## config.mk

```make
export PLATFORM = sky130hd
export DESIGN_NAME = bfly_fabric
export DESIGN_NICKNAME = d
export VERILOG_FILES = /design/src/rtl/bfly_pkg.sv /design/src/rtl/bfly_elem.sv /design/src/rtl/bfly_stage.sv /design/src/rtl/bfly_fabric.sv
export SDC_FILE = /design/constraint.sdc
export NUM_CORES = 1
export LEC_CHECK = 0
export BUFFER_PORTS_ARGS = -buffer_cell sky130_fd_sc_hd__buf_2
export CORE_MARGIN = 2
export CORE_UTILIZATION = 35
export CTS_CLUSTER_DIAMETER = 120
export CTS_CLUSTER_SIZE = 25
export DETAILED_ROUTE_END_ITERATION = 10
export PLACE_DENSITY_LB_ADDON = 0.1
export SYNTH_ARGS = -nofsm -noshare
export SYNTH_HDL_FRONTEND = slang
export SYNTH_HIERARCHICAL = 1
export SYNTH_SLANG_ARGS = --single-unit
```

## constraint.sdc

```tcl
create_clock -name clk -period 1.29 [get_ports clk]
set_input_delay 0.129 -clock clk [delete_from_list [all_inputs] [get_ports clk]]
set_output_delay 0.129 -clock clk [all_outputs]
set_load 0.02 [all_outputs]
```

## src/rtl/bfly_pkg.sv

```systemverilog
`timescale 1ns/1ps
package bfly_pkg;

    // Lower-numbered line of element e in a rank that steers on bit p:
    // insert a 0 at bit position p of e.
    function automatic int unsigned upper_line(input int unsigned p, input int unsigned e);
        int unsigned low_mask;
        low_mask = (32'd1 << p) - 32'd1;
        return ((e >> p) << (p + 32'd1)) | (e & low_mask);
    endfunction

endpackage

```

## src/rtl/bfly_elem.sv

```systemverilog
`timescale 1ns/1ps
module bfly_elem #(
    parameter int unsigned ADDR_W  = 3,
    parameter int unsigned DATA_W  = 16,
    parameter int unsigned SEL_BIT = 0
) (
    input  logic              a_v,
    input  logic [ADDR_W-1:0] a_d,
    input  logic [DATA_W-1:0] a_x,
    input  logic              b_v,
    input  logic [ADDR_W-1:0] b_d,
    input  logic [DATA_W-1:0] b_x,
    output logic              u_v,
    output logic [ADDR_W-1:0] u_d,
    output logic [DATA_W-1:0] u_x,
    output logic              l_v,
    output logic [ADDR_W-1:0] l_d,
    output logic [DATA_W-1:0] l_x,
    output logic              clash
);

    logic a_sel;
    logic b_sel;

    assign a_sel = a_d[SEL_BIT];
    assign b_sel = b_d[SEL_BIT];

    // Upper input (a) is examined first on both outputs, so it wins ties.
    always_comb begin
        u_v = 1'b0;
        u_d = '0;
        u_x = '0;
        if (a_v && !a_sel) begin
            u_v = 1'b1;
            u_d = a_d;
            u_x = a_x;
        end else if (b_v && !b_sel) begin
            u_v = 1'b1;
            u_d = b_d;
            u_x = b_x;
        end
    end

    always_comb begin
        l_v = 1'b0;
        l_d = '0;
        l_x = '0;
        if (a_v && a_sel) begin
            l_v = 1'b1;
            l_d = a_d;
            l_x = a_x;
        end else if (b_v && b_sel) begin
            l_v = 1'b1;
            l_d = b_d;
            l_x = b_x;
        end
    end

    assign clash = a_v && b_v && (a_sel == b_sel);

endmodule

```

## src/rtl/bfly_stage.sv

```systemverilog
`timescale 1ns/1ps
module bfly_stage #(
    parameter int unsigned ADDR_W = 3,
    parameter int unsigned DATA_W = 16,
    parameter int unsigned STAGE  = 0
) (
    input  logic                     clk,
    input  logic                     rst_n,
    input  logic [(1<<ADDR_W)-1:0]   in_v,
    input  logic [(1<<ADDR_W)*ADDR_W-1:0] in_d,
    input  logic [(1<<ADDR_W)*DATA_W-1:0] in_x,
    input  logic [ADDR_W*(1<<ADDR_W)/2-1:0] in_drop,
    output logic [(1<<ADDR_W)-1:0]   out_v,
    output logic [(1<<ADDR_W)*ADDR_W-1:0] out_d,
    output logic [(1<<ADDR_W)*DATA_W-1:0] out_x,
    output logic [ADDR_W*(1<<ADDR_W)/2-1:0] out_drop
);

    localparam int unsigned N      = 1 << ADDR_W;
    localparam int unsigned HALF   = N / 2;
    localparam int unsigned DROP_W = ADDR_W * HALF;
    localparam int unsigned SEL    = ADDR_W - 1 - STAGE;

    logic [N-1:0]        nxt_v;
    logic [N*ADDR_W-1:0] nxt_d;
    logic [N*DATA_W-1:0] nxt_x;
    logic [HALF-1:0]     clash_vec;
    logic [DROP_W-1:0]   drop_here;

    for (genvar e = 0; e < HALF; e++) begin : g_elem
        localparam int unsigned LO = bfly_pkg::upper_line(SEL, e);
        localparam int unsigned HI = LO + (1 << SEL);

        bfly_elem #(
            .ADDR_W (ADDR_W),
            .DATA_W (DATA_W),
            .SEL_BIT(SEL)
        ) elem_i (
            .a_v  (in_v[LO]),
            .a_d  (in_d[LO*ADDR_W +: ADDR_W]),
            .a_x  (in_x[LO*DATA_W +: DATA_W]),
            .b_v  (in_v[HI]),
            .b_d  (in_d[HI*ADDR_W +: ADDR_W]),
            .b_x  (in_x[HI*DATA_W +: DATA_W]),
            .u_v  (nxt_v[LO]),
            .u_d  (nxt_d[LO*ADDR_W +: ADDR_W]),
            .u_x  (nxt_x[LO*DATA_W +: DATA_W]),
            .l_v  (nxt_v[HI]),
            .l_d  (nxt_d[HI*ADDR_W +: ADDR_W]),
            .l_x  (nxt_x[HI*DATA_W +: DATA_W]),
            .clash(clash_vec[e])
        );
    end

    always_comb begin
        drop_here = '0;
        drop_here[STAGE*HALF +: HALF] = clash_vec;
    end

    always_ff @(posedge clk or negedge rst_n) begin
        if (!rst_n) begin
            out_v    <= '0;
            out_d    <= '0;
            out_x    <= '0;
            out_drop <= '0;
        end else begin
            out_v    <= nxt_v;
            out_d    <= nxt_d;
            out_x    <= nxt_x;
            out_drop <= in_drop | drop_here;
        end
    end

endmodule

```

## src/rtl/bfly_fabric.sv

```systemverilog
`timescale 1ns/1ps
module bfly_fabric #(
    parameter int unsigned ADDR_W = 3,
    parameter int unsigned DATA_W = 16
) (
    input  logic                                clk,
    input  logic                                rst_n,
    input  logic [(1<<ADDR_W)-1:0]              in_valid,
    input  logic [(1<<ADDR_W)*ADDR_W-1:0]       in_dest,
    input  logic [(1<<ADDR_W)*DATA_W-1:0]       in_data,
    output logic [(1<<ADDR_W)-1:0]              out_valid,
    output logic [(1<<ADDR_W)*DATA_W-1:0]       out_data,
    output logic [ADDR_W*(1<<ADDR_W)/2-1:0]     cell_drop
);

    localparam int unsigned N      = 1 << ADDR_W;
    localparam int unsigned STAGES = ADDR_W;
    localparam int unsigned DROP_W = ADDR_W * N / 2;

    logic [N-1:0]        lane_v    [STAGES+1];
    logic [N*ADDR_W-1:0] lane_d    [STAGES+1];
    logic [N*DATA_W-1:0] lane_x    [STAGES+1];
    logic [DROP_W-1:0]   lane_drop [STAGES+1];

    assign lane_v[0]    = in_valid;
    assign lane_d[0]    = in_dest;
    assign lane_x[0]    = in_data;
    assign lane_drop[0] = '0;

    for (genvar s = 0; s < STAGES; s++) begin : g_rank
        bfly_stage #(
            .ADDR_W(ADDR_W),
            .DATA_W(DATA_W),
            .STAGE (s)
        ) rank_i (
            .clk     (clk),
            .rst_n   (rst_n),
            .in_v    (lane_v[s]),
            .in_d    (lane_d[s]),
            .in_x    (lane_x[s]),
            .in_drop (lane_drop[s]),
            .out_v   (lane_v[s+1]),
            .out_d   (lane_d[s+1]),
            .out_x   (lane_x[s+1]),
            .out_drop(lane_drop[s+1])
        );
    end

    assign out_valid = lane_v[STAGES];
    assign out_data  = lane_x[STAGES];
    assign cell_drop = lane_drop[STAGES];

endmodule

```

# --- Yosys cells after proc, flatten, opt, wreduce, memory -nomap -nowiden ---
# Cells that the tools add are included.
word_totals:
  romBits: 0
  latchBits: 0
  regBits: 478
  input_bits: 162
  ram_bits: 0
  n_memories: 0
  output_inout_bits: 148
  wordCells: 249
op_classes:
  n_eq_ne: 12
  magnitude_cmp: 0
  mul: 0
  n_addsub: 0
  bitwise: 2
  n_reduce_logical: 96
  n_div: 0
  n_mux: 128
  shift: 0
ops:
  columns: ["cell", "n"]
  rows:
  - ["$mux W16", 48]
  - ["$mux W3", 30]
  - ["$logic_and A1 B1 Y1", 72]
  - ["$mux W1", 50]
  - ["$logic_not A1 Y1", 24]
  - ["$eq A1 B1 Y1", 12]
  - ["$or A8 B12 Y12", 1]
  - ["$or A4 B8 Y8", 1]

# --- Logic depth before layout (Yosys ltp) ---
depth:
  ltp_word: 4
  ltp_mapped: 5
  depth_no_buf: 3

# --- By module ---
# The synthesis kept the hierarchy.
modules_own_cells:
  columns: ["module", "area_per_inst_um2", "n_inst", "cells_each", "seq_area_each_um2"]
  rows:
  - ["bfly_stage", 4329.2, 3, 176, 4304.1]
  - ["bfly_elem", 774.5, 12, 119, 0.0]
  - ["bfly_fabric", 3.8, 1, 1, 0.0]

# --- Least setup slack after synthesis ---
# Ideal clock, no wire load.
synth_timing:
  path_kind: "register to register"
  start: "reg g_rank[0].rank_i.out_d[1]"
  end: "reg g_rank[1].rank_i.out_drop[4]"
  stages_incl_launch_ff: 6
  setup_slack_ns: 0.026
  period_less_slack_ns: 1.264
  t_required_ns: 1.166
  setup_time_ns: 0.124
  n_path_buf: 2
  arrival_ns: 1.140
  cell_sequence: "dfrtp_1 > buf_4 > buf_4 > xnor2_1 > and3_1 > or2_1"
synth_via:
  elab_chain_cells: 3
synth_rtl:
  columns: ["item", "line", "source"]
  rows:
  - ["start, declared", "bfly_stage.sv:14", "output logic [(1<<ADDR_W)*ADDR_W-1:0] out_d,"]
  - ["start signal, assigned", "bfly_stage.sv:68", "out_d <= nxt_d;"]
  - ["$eq A1 B1 Y1", "bfly_elem.sv:59", "assign clash = a_v && b_v && (a_sel == b_sel);"]
  - ["$logic_and A1 B1 Y1", "bfly_elem.sv:59", null]
  - ["named net g_rank[1].rank_i.clash_vec[0]", "bfly_stage.sv:27", "logic [HALF-1:0] clash_vec;"]
  - ["$or A4 B8 Y8", "bfly_stage.sv:70", "out_drop <= in_drop | drop_here;"]
  - ["end signal, assigned", "bfly_stage.sv:70", null]
  - ["end, declared", "bfly_stage.sv:16", "output logic [ADDR_W*(1<<ADDR_W)/2-1:0] out_drop"]
# The timed path passes the listed nets, and every way through them passes these cells.

# --- Worst setup path in the final report ---
layout_timing:
  start: "reg g_rank[2].rank_i.out_drop[10]"
  end: "out cell_drop[10]"
layout_lines:
  columns: ["item", "line", "source"]
  rows:
  - ["start, declared", "bfly_stage.sv:16", null]
  - ["start signal, assigned", "bfly_stage.sv:70", null]
  - ["end, declared", "bfly_fabric.sv:13", "output logic [ADDR_W*(1<<ADDR_W)/2-1:0] cell_drop"]
# No word-level cell between the ends.

==> results.md <==
- Clock tree sinks: 468
- Fillers: 5333
- Slowest-stage cell, CP: dfrtp_1
- Io pins: 310
- Rows: 88
- Slew Limit Fails: 0
- Number of buffers added on ports: 309
- Minimum clock period: 1.32 ns
- RSZ-0062 raised after global routing: yes
- Achievable Freq: 755 MHz
- Worst-Margin Slew: 0.943 ns
- TritonCTS Buffers: 22
- Met1 Routed Length: 33300 um
- Final ANT Viol Nets: 0
- Maximum vdd drop: 764 uV
- Gr ovfl total: 0
- Hold WC Path Type: in -> reg
- Crit path arrival time: 1.19 ns
- Die width: 246 um
- Largest net degree at the start of global routing: 62
- Via count: 16800
- Mean Syn Cell Area: 11.3 um2
- Reg-to-reg slack, setup: 0.02 ns
- Delay-heaviest family, CP: flip-flops
- Worst setup SP type: flop
- Failing checks: setup timing
- Initial DRC Count: 1598
- Placed cell count: 2839
- Die area: 60400 um2
- RePlAce Congestion: 0.869
- Die Span Y: 246 um
- Leakage: 13.0 nW
- CTS tree: built
- Final setup margin: -0.0337 ns
- Non-Filler Instances: 3093
- Core area: 57800 um2
- Nets: 2487
- Max incr delay on CP: 0.46 ns
- Critical path cell sequence: buf_6
- Initial Utilization: 0.354
- First-pass GRT wire length: 108000 um
- CTS root buffer: clkbuf_16
- CP endpoint kind: primary output
- Worst skew pair latency: 0.58 ns
- Post-DP HPWL: 51600 um
- Met2 WL: 34900 um
- Final WL: 73600 um
- Worst clock skew: 0.0204 ns
- Hold Vio Cnt, Final: 0
- DRT Pass-1 Iters: 5
- H-Tree Depth: 1
- CTS Buffer Depth: 3
- Worst Path Required: 1.16 ns
- Area delta synth->final: 29.1%
- Post-synthesis instance total: 1813
- Warnings, synthesis: 6
- Period Utilization, post-route: 1.03
- Run status: finished, violations left
- Residual DRC: 0
- Setup violators final: 3
- DR vias/cell: 5.44
- Pre-CTS setup slack: -0.188 ns
- Max layer used: met4
- Reg clk slew, reported paths: 0.10 ns
- Max Cap Viol: 0
- Pwr Density: 1100 nW/um2
- Initial antenna violation count: 3
- Share of cells above drive strength 1: 0.227
- Avg WL per Cell: 23.8 um
- Buf/Inv on CP: 1
- Synthesized cell area: 20500 um2
- Largest fanout on the critical path: 1
- Slew margin rel.: 0.368
- Vias in the first global route: 16700
- Setup Crit Path Kind: reg -> out
- Overall Global Routing Usage: 0.236
- Met3 wire len: 3540 um
## cell type report
| type | instances | area, um2 | share of cell area |
|---|---|---|---|
| Clock inverter | 2 | 35.0 | 0.00133 |
| Antenna cell | 2 | 5.00 | 0.000189 |
| Sequential cell | 468 | 11700 | 0.444 |
| Multi-Input combinational cell | 1128 | 7460 | 0.282 |
| Timing Repair Buffer | 693 | 5630 | 0.213 |
| Inverter | 12 | 45.0 | 0.00170 |
| Clock buffer | 23 | 576 | 0.0218 |
| Tap cell | 765 | 957 | 0.0362 |
## metrics by stage
stage / total power, mW / utilization / setup TNS [ns] / cell area, um2 / hold slack (ns)
after global placement: 20.5 / 0.400 / -4.30 / 23100 / 0.00728
final: 29.0 / 0.457 / -0.0503 / 26400 / 0.0176
after floorplan: 18.4 / - / 0 / 20500 / -0.167
after detailed placement: 20.5 / 0.400 / -7.21 / 23100 / 0.00233
after CTS: 29.3 / 0.454 / -0.505 / 26200 / 0.00175
after global routing: 30.3 / 0.457 / -0.595 / 26400 / 0.0301
## worst paths after layout
check	start	to	cells past startpoint
min in group asynchronous	rst_n	g_rank[2].rank_i/out_drop[1]	3
max in group asynchronous	rst_n	g_rank[0].rank_i/out_x[80]	3
setup reg to reg	g_rank[0].rank_i/out_d[7]	g_rank[1].rank_i/out_drop[4]	4
hold reg to reg	g_rank[0].rank_i/out_drop[9]	g_rank[1].rank_i/out_drop[9]	0
setup / recovery	g_rank[2].rank_i/out_drop[10]	cell_drop[10]	1
hold / removal	in_valid[3]	g_rank[0].rank_i/out_x[112]	3
## routing by layer
layer | track usage | vias to the layer above
li1 | - | 7520
met1 | 0.337 | 8522
met2 | 0.388 | 669
met3 | 0.0241 | 121
met4 | 0.0520 | 0
met5 | 0 | -
## sequential cells by signal, indices dropped and copies added, names as in the netlist
| name | cells |
|---|---|
| g_rank.rank_i/out_d | 24 |
| g_rank.rank_i/out_v | 24 |
| g_rank.rank_i/out_x | 384 |
| g_rank.rank_i/out_drop | 36 |
## what timing repair did
item / in CTS / in global routing
hold buffers: 226 / 0
gates resized for setup: 82 / 39
buffers inserted: 0 / 2
endpoints found under the hold margin: 614 / 0
pin swaps: 0 / 2
setup endpoints to repair: 183 / 72
cloned: 0 / 2
## power by group
part / switching [mW] / internal [mW]
Clock: 4.61 / 3.41
Sequential: 0.732 / 15.4
Combinational: 2.71 / 2.15
Total: 8.05 / 21.0
## cell usage in the layout, fill, tap and decap left out
cell	instances
dfrtp_1	461
nand3_1	408
buf_2	265
dlygate4sd3_1	223
o21ai_1	205
and3b_1	204
a31o_1	204
buf_4	131
buf_6	46
clkbuf_16	25
buf_12	25
or2_1	12
conb_1	12
nand2b_1	12
and3_1	12
a21o_1	12
inv_1	12
xnor2_1	11
and2_1	10
nor2b_4	8
o21ai_2	8
dfrtp_2	7
nor2b_2	4
o21ai_4	3
diode_2	2
and2_2	2
bufinv_16	1
clkinv_2	1
xnor2_2	1
buf_8	1
No activity file was read; power rests on OpenSTA's default activity.
